===== src/rtl/msg_irq_pkg.sv =====
package msg_irq_pkg;

    localparam logic [7:0] CAP_ID_VAL = 8'h05;

    localparam logic [2:0] IDX_CTRL    = 3'd0;
    localparam logic [2:0] IDX_ADDR_LO = 3'd1;
    localparam logic [2:0] IDX_ADDR_HI = 3'd2;
    localparam logic [2:0] IDX_DATA    = 3'd3;
    localparam logic [2:0] IDX_MASK    = 3'd4;
    localparam logic [2:0] IDX_PEND    = 3'd5;

    typedef enum logic [0:0] {
        SND_IDLE = 1'b0,
        SND_BUSY = 1'b1
    } snd_state_e;

    // low-order bit mask for a count code (0..5)
    function automatic logic [15:0] code_lowmask(input logic [2:0] code);
        logic [16:0] m;
        m = (17'd1 << code) - 17'd1;
        return m[15:0];
    endfunction

endpackage


===== src/rtl/msg_irq_regs.sv =====
module msg_irq_regs
    import msg_irq_pkg::*;
#(
    parameter int NVEC     = 8,
    parameter int REQ_CODE = 3,
    parameter logic [7:0] NEXT_PTR = 8'h00
) (
    input  logic            clk,
    input  logic            rst_n,
    input  logic            cfg_wr,
    input  logic [2:0]      cfg_idx,
    input  logic [31:0]     cfg_wdata,
    input  logic [NVEC-1:0] pend_i,
    output logic [31:0]     cfg_rdata,
    output logic            en_o,
    output logic [2:0]      alloc_o,
    output logic [31:2]     addr_lo_o,
    output logic [31:0]     addr_hi_o,
    output logic [15:0]     data_o,
    output logic [NVEC-1:0] mask_o
);

    localparam logic [2:0] REQ_C = 3'(REQ_CODE);

    logic            en_q;
    logic [2:0]      alloc_q;
    logic [31:2]     lo_q;
    logic [31:0]     hi_q;
    logic [15:0]     data_q;
    logic [NVEC-1:0] mask_q;
    logic [2:0]      alloc_wr;

    assign alloc_wr = (cfg_wdata[22:20] > REQ_C) ? REQ_C : cfg_wdata[22:20];

    always_ff @(posedge clk or negedge rst_n) begin
        if (!rst_n) begin
            en_q    <= 1'b0;
            alloc_q <= 3'd0;
            lo_q    <= '0;
            hi_q    <= '0;
            data_q  <= '0;
            mask_q  <= '0;
        end else if (cfg_wr) begin
            case (cfg_idx)
                IDX_CTRL: begin
                    en_q    <= cfg_wdata[16];
                    alloc_q <= alloc_wr;
                end
                IDX_ADDR_LO: lo_q   <= cfg_wdata[31:2];
                IDX_ADDR_HI: hi_q   <= cfg_wdata;
                IDX_DATA:    data_q <= cfg_wdata[15:0];
                IDX_MASK:    mask_q <= cfg_wdata[NVEC-1:0];
                default: ;
            endcase
        end
    end

    always_comb begin
        cfg_rdata = '0;
        case (cfg_idx)
            IDX_CTRL: begin
                cfg_rdata[7:0]   = CAP_ID_VAL;
                cfg_rdata[15:8]  = NEXT_PTR;
                cfg_rdata[16]    = en_q;
                cfg_rdata[19:17] = REQ_C;
                cfg_rdata[22:20] = alloc_q;
                cfg_rdata[23]    = 1'b1;
                cfg_rdata[24]    = 1'b1;
            end
            IDX_ADDR_LO: cfg_rdata[31:2]     = lo_q;
            IDX_ADDR_HI: cfg_rdata           = hi_q;
            IDX_DATA:    cfg_rdata[15:0]     = data_q;
            IDX_MASK:    cfg_rdata[NVEC-1:0] = mask_q;
            IDX_PEND:    cfg_rdata[NVEC-1:0] = pend_i;
            default:     cfg_rdata           = '0;
        endcase
    end

    assign en_o      = en_q;
    assign alloc_o   = alloc_q;
    assign addr_lo_o = lo_q;
    assign addr_hi_o = hi_q;
    assign data_o    = data_q;
    assign mask_o    = mask_q;

endmodule


===== src/rtl/msg_irq_vecmap.sv =====
module msg_irq_vecmap #(
    parameter int NUM_SRC = 32,
    parameter int NVEC    = 8
) (
    input  logic               clk,
    input  logic               rst_n,
    input  logic               en,
    input  logic [2:0]         alloc,
    input  logic [NUM_SRC-1:0] src_lvl,
    output logic [NVEC-1:0]    hit,
    output logic               any_lvl
);

    logic [NUM_SRC-1:0] src_q;
    logic [NUM_SRC-1:0] rise;
    logic [4:0]         amask;
    logic [5:0]         amask6;

    always_ff @(posedge clk or negedge rst_n) begin
        if (!rst_n) src_q <= '0;
        else        src_q <= src_lvl;
    end

    assign rise    = src_lvl & ~src_q & {NUM_SRC{en}};
    assign amask6  = (6'd1 << alloc) - 6'd1;
    assign amask   = amask6[4:0];
    assign any_lvl = |src_lvl;

    // source i lands on vector (i mod allocated count)
    for (genvar v = 0; v < NVEC; v++) begin : g_vec
        always_comb begin
            hit[v] = 1'b0;
            for (int i = 0; i < NUM_SRC; i++) begin
                if ((5'(i) & amask) == 5'(v)) hit[v] = hit[v] | rise[i];
            end
        end
    end

endmodule


===== src/rtl/msg_irq_sender.sv =====
module msg_irq_sender
    import msg_irq_pkg::*;
#(
    parameter int NVEC = 8,
    parameter int VW   = 3
) (
    input  logic            clk,
    input  logic            rst_n,
    input  logic            en,
    input  logic [NVEC-1:0] hit,
    input  logic [NVEC-1:0] mask,
    input  logic [2:0]      alloc,
    input  logic [31:2]     addr_lo,
    input  logic [31:0]     addr_hi,
    input  logic [15:0]     data,
    input  logic            msg_ack,
    output logic [NVEC-1:0] pend,
    output logic            msg_req,
    output logic [63:0]     msg_addr,
    output logic            msg_wide,
    output logic [31:0]     msg_wdata
);

    snd_state_e state_q, state_d;

    logic [NVEC-1:0] armed_q, pend_q;
    logic [NVEC-1:0] cand, clr;
    logic [VW-1:0]   vec_q, sel;
    logic            found;
    logic [63:0]     addr_q;
    logic            wide_q;
    logic [31:0]     wdata_q;
    logic [15:0]     lm;
    logic            grant, retire;

    assign cand = (armed_q | pend_q) & ~mask & {NVEC{en}};

    // lowest-numbered candidate wins
    always_comb begin
        sel   = '0;
        found = 1'b0;
        for (int v = NVEC - 1; v >= 0; v--) begin
            if (cand[v]) begin
                sel   = VW'(v);
                found = 1'b1;
            end
        end
    end

    assign grant  = (state_q == SND_IDLE) && found;
    assign retire = (state_q == SND_BUSY) && msg_ack;

    always_comb begin
        for (int v = 0; v < NVEC; v++) clr[v] = retire && (vec_q == VW'(v));
    end

    // state register
    always_ff @(posedge clk or negedge rst_n) begin
        if (!rst_n) state_q <= SND_IDLE;
        else        state_q <= state_d;
    end

    // next state
    always_comb begin
        state_d = state_q;
        unique case (state_q)
            SND_IDLE: if (found)   state_d = SND_BUSY;
            SND_BUSY: if (msg_ack) state_d = SND_IDLE;
        endcase
    end

    // armed / pending vectors
    always_ff @(posedge clk or negedge rst_n) begin
        if (!rst_n) begin
            armed_q <= '0;
            pend_q  <= '0;
        end else begin
            armed_q <= en ? ((armed_q & ~mask & ~clr) | (hit & ~mask)) : '0;
            pend_q  <= (pend_q & ~clr) | (hit & mask) | (armed_q & mask & ~clr);
        end
    end

    assign lm = code_lowmask(alloc);

    // output latch
    always_ff @(posedge clk or negedge rst_n) begin
        if (!rst_n) begin
            vec_q   <= '0;
            addr_q  <= '0;
            wide_q  <= 1'b0;
            wdata_q <= '0;
        end else if (grant) begin
            vec_q   <= sel;
            addr_q  <= {addr_hi, addr_lo, 2'b00};
            wide_q  <= (addr_hi != 32'h0);
            wdata_q <= {16'h0, (data & ~lm) | (16'(sel) & lm)};
        end
    end

    assign msg_req   = (state_q == SND_BUSY);
    assign msg_addr  = addr_q;
    assign msg_wide  = wide_q;
    assign msg_wdata = wdata_q;
    assign pend      = pend_q;

endmodule


===== src/rtl/msg_irq_cap.sv =====
module msg_irq_cap #(
    parameter int NUM_SRC  = 32,
    parameter int REQ_CODE = 3,
    parameter logic [7:0] NEXT_PTR = 8'h00
) (
    input  logic               clk,
    input  logic               rst_n,
    input  logic               cfg_wr,
    input  logic [2:0]         cfg_idx,
    input  logic [31:0]        cfg_wdata,
    output logic [31:0]        cfg_rdata,
    input  logic [NUM_SRC-1:0] src_lvl,
    output logic               msg_req,
    input  logic               msg_ack,
    output logic [63:0]        msg_addr,
    output logic               msg_wide,
    output logic [31:0]        msg_wdata,
    output logic               irq_wire_n
);

    localparam int NVEC = 1 << REQ_CODE;
    localparam int VW   = (NVEC > 1) ? $clog2(NVEC) : 1;

    logic            en_w;
    logic [2:0]      alloc_w;
    logic [31:2]     lo_w;
    logic [31:0]     hi_w;
    logic [15:0]     data_w;
    logic [NVEC-1:0] mask_w, pend_w, hit_w;
    logic            any_w;

    msg_irq_regs #(.NVEC(NVEC), .REQ_CODE(REQ_CODE), .NEXT_PTR(NEXT_PTR)) regs_i (
        .clk(clk), .rst_n(rst_n), .cfg_wr(cfg_wr), .cfg_idx(cfg_idx),
        .cfg_wdata(cfg_wdata), .pend_i(pend_w), .cfg_rdata(cfg_rdata),
        .en_o(en_w), .alloc_o(alloc_w), .addr_lo_o(lo_w), .addr_hi_o(hi_w),
        .data_o(data_w), .mask_o(mask_w)
    );

    msg_irq_vecmap #(.NUM_SRC(NUM_SRC), .NVEC(NVEC)) map_i (
        .clk(clk), .rst_n(rst_n), .en(en_w), .alloc(alloc_w),
        .src_lvl(src_lvl), .hit(hit_w), .any_lvl(any_w)
    );

    msg_irq_sender #(.NVEC(NVEC), .VW(VW)) snd_i (
        .clk(clk), .rst_n(rst_n), .en(en_w), .hit(hit_w), .mask(mask_w),
        .alloc(alloc_w), .addr_lo(lo_w), .addr_hi(hi_w), .data(data_w),
        .msg_ack(msg_ack), .pend(pend_w), .msg_req(msg_req),
        .msg_addr(msg_addr), .msg_wide(msg_wide), .msg_wdata(msg_wdata)
    );

    always_ff @(posedge clk or negedge rst_n) begin
        if (!rst_n) irq_wire_n <= 1'b1;
        else        irq_wire_n <= !(!en_w && any_w);
    end

endmodule


===== config.mk =====
export PLATFORM = sky130hd
export DESIGN_NAME = msg_irq_cap
export DESIGN_NICKNAME = d
export VERILOG_FILES = /design/src/rtl/msg_irq_pkg.sv /design/src/rtl/msg_irq_regs.sv /design/src/rtl/msg_irq_vecmap.sv /design/src/rtl/msg_irq_sender.sv /design/src/rtl/msg_irq_cap.sv
export SDC_FILE = /design/constraint.sdc
export NUM_CORES = 1
export LEC_CHECK = 0
export BUFFER_PORTS_ARGS = -buffer_cell sky130_fd_sc_hd__buf_2
export CAP_MARGIN = 20
export CORE_MARGIN = 8
export CORE_UTILIZATION = 33
export CTS_BUF_LIST = sky130_fd_sc_hd__clkbuf_4
export DETAILED_ROUTE_END_ITERATION = 10
export PLACE_DENSITY = 0.6
export SYNTH_ARGS = -nofsm -noshare
export SYNTH_HDL_FRONTEND = slang
export SYNTH_SLANG_ARGS = --single-unit
export TNS_END_PERCENT = 20

===== constraint.sdc =====
create_clock -name clk -period 3.27 [get_ports clk]
set_input_delay 0.654 -clock clk [delete_from_list [all_inputs] [get_ports clk]]
set_output_delay 0.654 -clock clk [all_outputs]
set_load 0.005 [all_outputs]

==> results <==
- The flow ran to the end, and the final reports show no timing, DRC or antenna violations.
- The post-synthesis instance area is 10,100 µm².
- The per-cell routed wire length is 19.5 µm.
- The final setup slack of the worst path is 0.370 ns.
- The global-route wire length before repair is 45,900 µm.
- The count of mapped cells out of synthesis is 830.
- The leftover overflow at the end of global routing is 0.
- Dividing the final minimum period by the clock period gives 88.7%.
- Once the clock tree was built, the resizer swapped 0 gates to a different size.
- The root cell of the clock tree is sky130_fd_sc_hd__clkbuf_4.
- The pin count of the biggest net entering global routing is 93.
- Yosys attributes the largest share of cell area to sky130_fd_sc_hd__dfrtp_1 55%, sky130_fd_sc_hd__mux2_2 9.6%, sky130_fd_sc_hd__mux2_4 9.5%.
- The detailed router put a total of 13,500 µm of wire on met1.
- For this run, the leading register cell type out of synthesis is sky130_fd_sc_hd__dfrtp_1.
- The maximum clock rate is 345 MHz.
- The mean instance size in the synthesized netlist is 12.2 µm².
- At the later pin of the worst-skew pair, clock insertion delay measures 0.70 ns.
- The detailed-route vias per instance is 4.90.
- The total number of clock tree sinks is 222.
- The final total negative setup slack is 0 ns.
- Timing analysis after detailed placement gives a worst setup slack of 0.379 ns.
- On the critical path, the stage with the largest delay is an instance of sky130_fd_sc_hd__nor2_1.
- The total global routing track utilization is 16.0%.
- After detailed routing, the number of remaining DRC violations is 0.
- For the worst flop-to-flop path, the logic depth is 7.
- Buffers inserted during clock tree synthesis total 61.
- The maximum clock path buffer count is 3.
- The pre-antenna-repair detailed-routing pass consisted of 5 iterations.
- Setup repair after global routing left no endpoint under its margin.
- The endpoint identified for the worst register-to-register timing path is snd_i.pend[3].
- The height of the die is 191 µm.
- The uppermost signal routing layer after detailed routing is met5.
- The I/O pin count is 202.
- The initial core utilization is 33.3%.
- From left edge to right edge, the die measures 191 µm.
- The ratio of cells with drive above 1 in the final layout is 42.1%.
- The largest single stage delay on the critical path is 0.53 ns.
- For the worst setup path, the data arrival time is 2.25 ns.
- The H-tree was split into 2 levels.
- The path class of the lowest-slack min-delay path is input port to flop.
- The setup slack of the most critical reg-to-reg path is 0.51 ns.
- The routed design uses 2300 µm of met3 wire.
- Setup violations remaining at the end of the flow were counted as 0.
- The async set or reset register ratio after synthesis is 100%.
- The count of hold-fix buffers inserted at cts is 1.
- Counting flops with a built-in enable in the synthesized netlist gives 0.
- The overall via count from detail_route is 7,392.
- The worst register-to-register path begins at regs_i.alloc_o[2].
- The cell type with the largest total area after synthesis is sky130_fd_sc_hd__dfrtp_1.
- The detailed router finished its first iteration with 413 violations.
- Among the stages of the critical path, the cell type that occurs most often is sky130_fd_sc_hd__buf_2.
- The floorplan has 64 rows.
- Summed over all nets, wire length on met2 after detailed routing comes to 13,000 µm.
- The largest voltage drop on the vdd net is 0.329 mV.
- The smallest clock period supported by the final layout is computed as 2.90 ns.
- The largest driver fanout on the critical path is 8.
- The floorplan die area is 36,500 µm².
- The clock transition at the registers of the reported paths is 0.07 ns.
- The worst pin sits at a relative slew slack of 48.3%.
- Synthesis inferred 222 register bits.
- The critical path is of the input port to output pin type.
- Synthesis instantiated 60 different standard cells from the library.
- The congestion estimate from routability-driven global placement came to 0.864.
- The TritonCTS clock tree is yes.
- The startpoint type of the worst setup path is an input port.
- The HPWL after detailed placement is 21,700 µm.
- The number of input and output port buffers inserted is 183.
- Summed over its instances, the top area cell type makes up 54.8% of the synthesized netlist area.
- For hold timing, the worst endpoint is map_i.src_q[10].
- For this design the static power due to leakage is 0.00592 µW.
- The start point of the worst hold path is src_lvl[10].
- At the pin with the least slew margin, the transition time is 0.769 ns.
- For this run, the number of Yosys warnings is 0.
- The total area inside the core boundary comes to 30,300 µm².
- The net count of the finished layout is 1,138.
- The wire length after detailed routing is 29,500 µm.
- The number of antenna violations at the first check in global routing is 6.
- Along the worst hold path, the cell count comes to 1.
- The kind of capture point of the worst setup path is an output pin.
- The largest clock skew in the final design is 0.0445 ns.
- The max-slew violation count is 0.
- Relative to the synthesized area, the layout overhead comes to 22.1%.
- STA puts the critical path data required time at 2.62 ns.
- The number of routed nets with antenna violations is 0.
- The count of final hold-check violations was 0.
- The via count of the first global-routing pass is 7,869.
- Post-CTS timing repair inserted 0 buffers for setup.
- The power per unit of standard cell area is 812 nW/µm².
- The signal on the critical path passes through buf_2, clkinv_1, nor2_1, a22oi_1, a21oi_1, buf_2.
- Sequential elements use 55.0% of the synthesized area.
- The max-capacitance violation count is 0.
[critical path, delay by kind of cell]
family | cells | cell delay (ns)
AO/OA/AOI/OAI | 2 | 0.48
buffers and inverters | 3 | 0.57
AND/OR/NAND/NOR | 1 | 0.53
[worst max-delay path by stage]
| stage | startpoint | slack, ns | endpoint |
|---|---|---|---|
| global placement | cfg_idx[1] | 0.43 | cfg_rdata[0] |
| global route | cfg_idx[1] | 0.25 | cfg_rdata[0] |
| finish | cfg_idx[1] | 0.37 | cfg_rdata[0] |
| detailed placement | cfg_idx[1] | 0.38 | cfg_rdata[0] |
| CTS | cfg_idx[1] | 0.37 | cfg_rdata[0] |
| floorplan | cfg_idx[1] | 0.68 | cfg_rdata[0] |
[flip-flops by register name (all words and copies together) (netlist names)]
name and count:
irq_wire_n 1, map_i.src_q 32, regs_i.addr_hi_o 32, regs_i.addr_lo_o 30, regs_i.alloc_o 3, regs_i.data_o 16
regs_i.en_o 1, regs_i.mask_o 8, snd_i.armed_q 8, snd_i.msg_addr 62, snd_i.msg_req 1, snd_i.msg_wdata 16
snd_i.msg_wide 1, snd_i.pend 8, snd_i.vec_q 3
[through the flow]
step | hold slack [ns] | util [%] | total power (µW) | area [µm²] | std cells
4_1_cts | 0.0308 | 40.6 | 10200 | 12300 | 1504
6_report | 0.0996 | 40.6 | 10000 | 12300 | 1508
2_1_floorplan | 0.358 | - | 6270 | 10200 | 847
3_3_place_gp | 0.464 | 38.0 | 7520 | 11500 | 1395
5_1_grt | 0.0502 | 40.6 | 10700 | 12300 | 1507
3_5_place_dp | 0.467 | 38.0 | 7570 | 11500 | 1395
[metal layers]
metal,up-vias,GRT usage (%)
met3,53,4.67
met5,-,0
met2,259,23.7
met1,3656,22.0
met4,4,5.22
li1,3420,-
[power breakdown]
| group | leakage (µW) | total [µW] | internal, µW | switching [µW] |
|---|---|---|---|---|
| Clock | 0.000464 | 2530 | 1350 | 1180 |
| Sequential | 0.00266 | 4240 | 3590 | 651 |
| Combinational | 0.00279 | 3240 | 1810 | 1430 |
| Total | 0.00592 | 10000 | 6760 | 3260 |
[synthesized netlist by cell type (all sizes together) (2+ instances only)]
cell / instances
a211oi: 5
a21o: 2
a21oi: 31
a221oi: 6
a222oi: 2
a22o: 5
a22oi: 19
a31oi: 2
a32oi: 3
and2: 3
and3: 3
buf: 38
clkbuf: 20
dfrtp: 221
ha: 4
inv: 25
mux2: 150
mux2i: 12
nand2: 51
nand2b: 19
nand3: 7
nand4: 5
nor2: 66
nor2b: 23
nor3: 7
nor3b: 6
nor4: 17
o21ai: 45
o221ai: 2
o22ai: 5
o31ai: 2
o32ai: 2
or3: 3
[area by class of cell]
cell class	count	area, µm²
timing repair buffer	211	1230
sequential	222	5560
multi-input combinational	541	4150
antenna	4	10.0
clock inverter	16	96.3
clock buffer	92	691
tap	396	495
inverter	26	100
fill	2972	18000
[placed cells by master (no fill, tap or decap), drive strengths merged, types with 12 or more instances in the layout]
| master | netlist | layout |
|---|---|---|
| a21oi | 31 | 31 |
| a22oi | 19 | 19 |
| buf | 38 | 210 |
| clkbuf | 20 | 92 |
| clkinv | 1 | 15 |
| conb | 1 | 18 |
| dfrtp | 221 | 221 |
| inv | 25 | 25 |
| mux2 | 150 | 150 |
| mux2i | 12 | 12 |
| nand2 | 51 | 51 |
| nand2b | 19 | 19 |
| nor2 | 66 | 66 |
| nor2b | 23 | 23 |
| nor4 | 17 | 17 |
| o21ai | 45 | 45 |
[cells by family (layout without fill, tap and decap cells)]
logic type,after synthesis,after routing,share of synthesized area (%)
buffers and inverters,84,345,4.62
other,1,22,0.0371
flip-flops,222,222,55.0
multiplexers,162,162,20.3
AO/OA/AOI/OAI,142,142,9.07
AND/OR/NAND/NOR,215,215,10.5
adder cells (fa/ha/maj),4,4,0.495
Note: power is estimated with default switching activity, not from simulation.
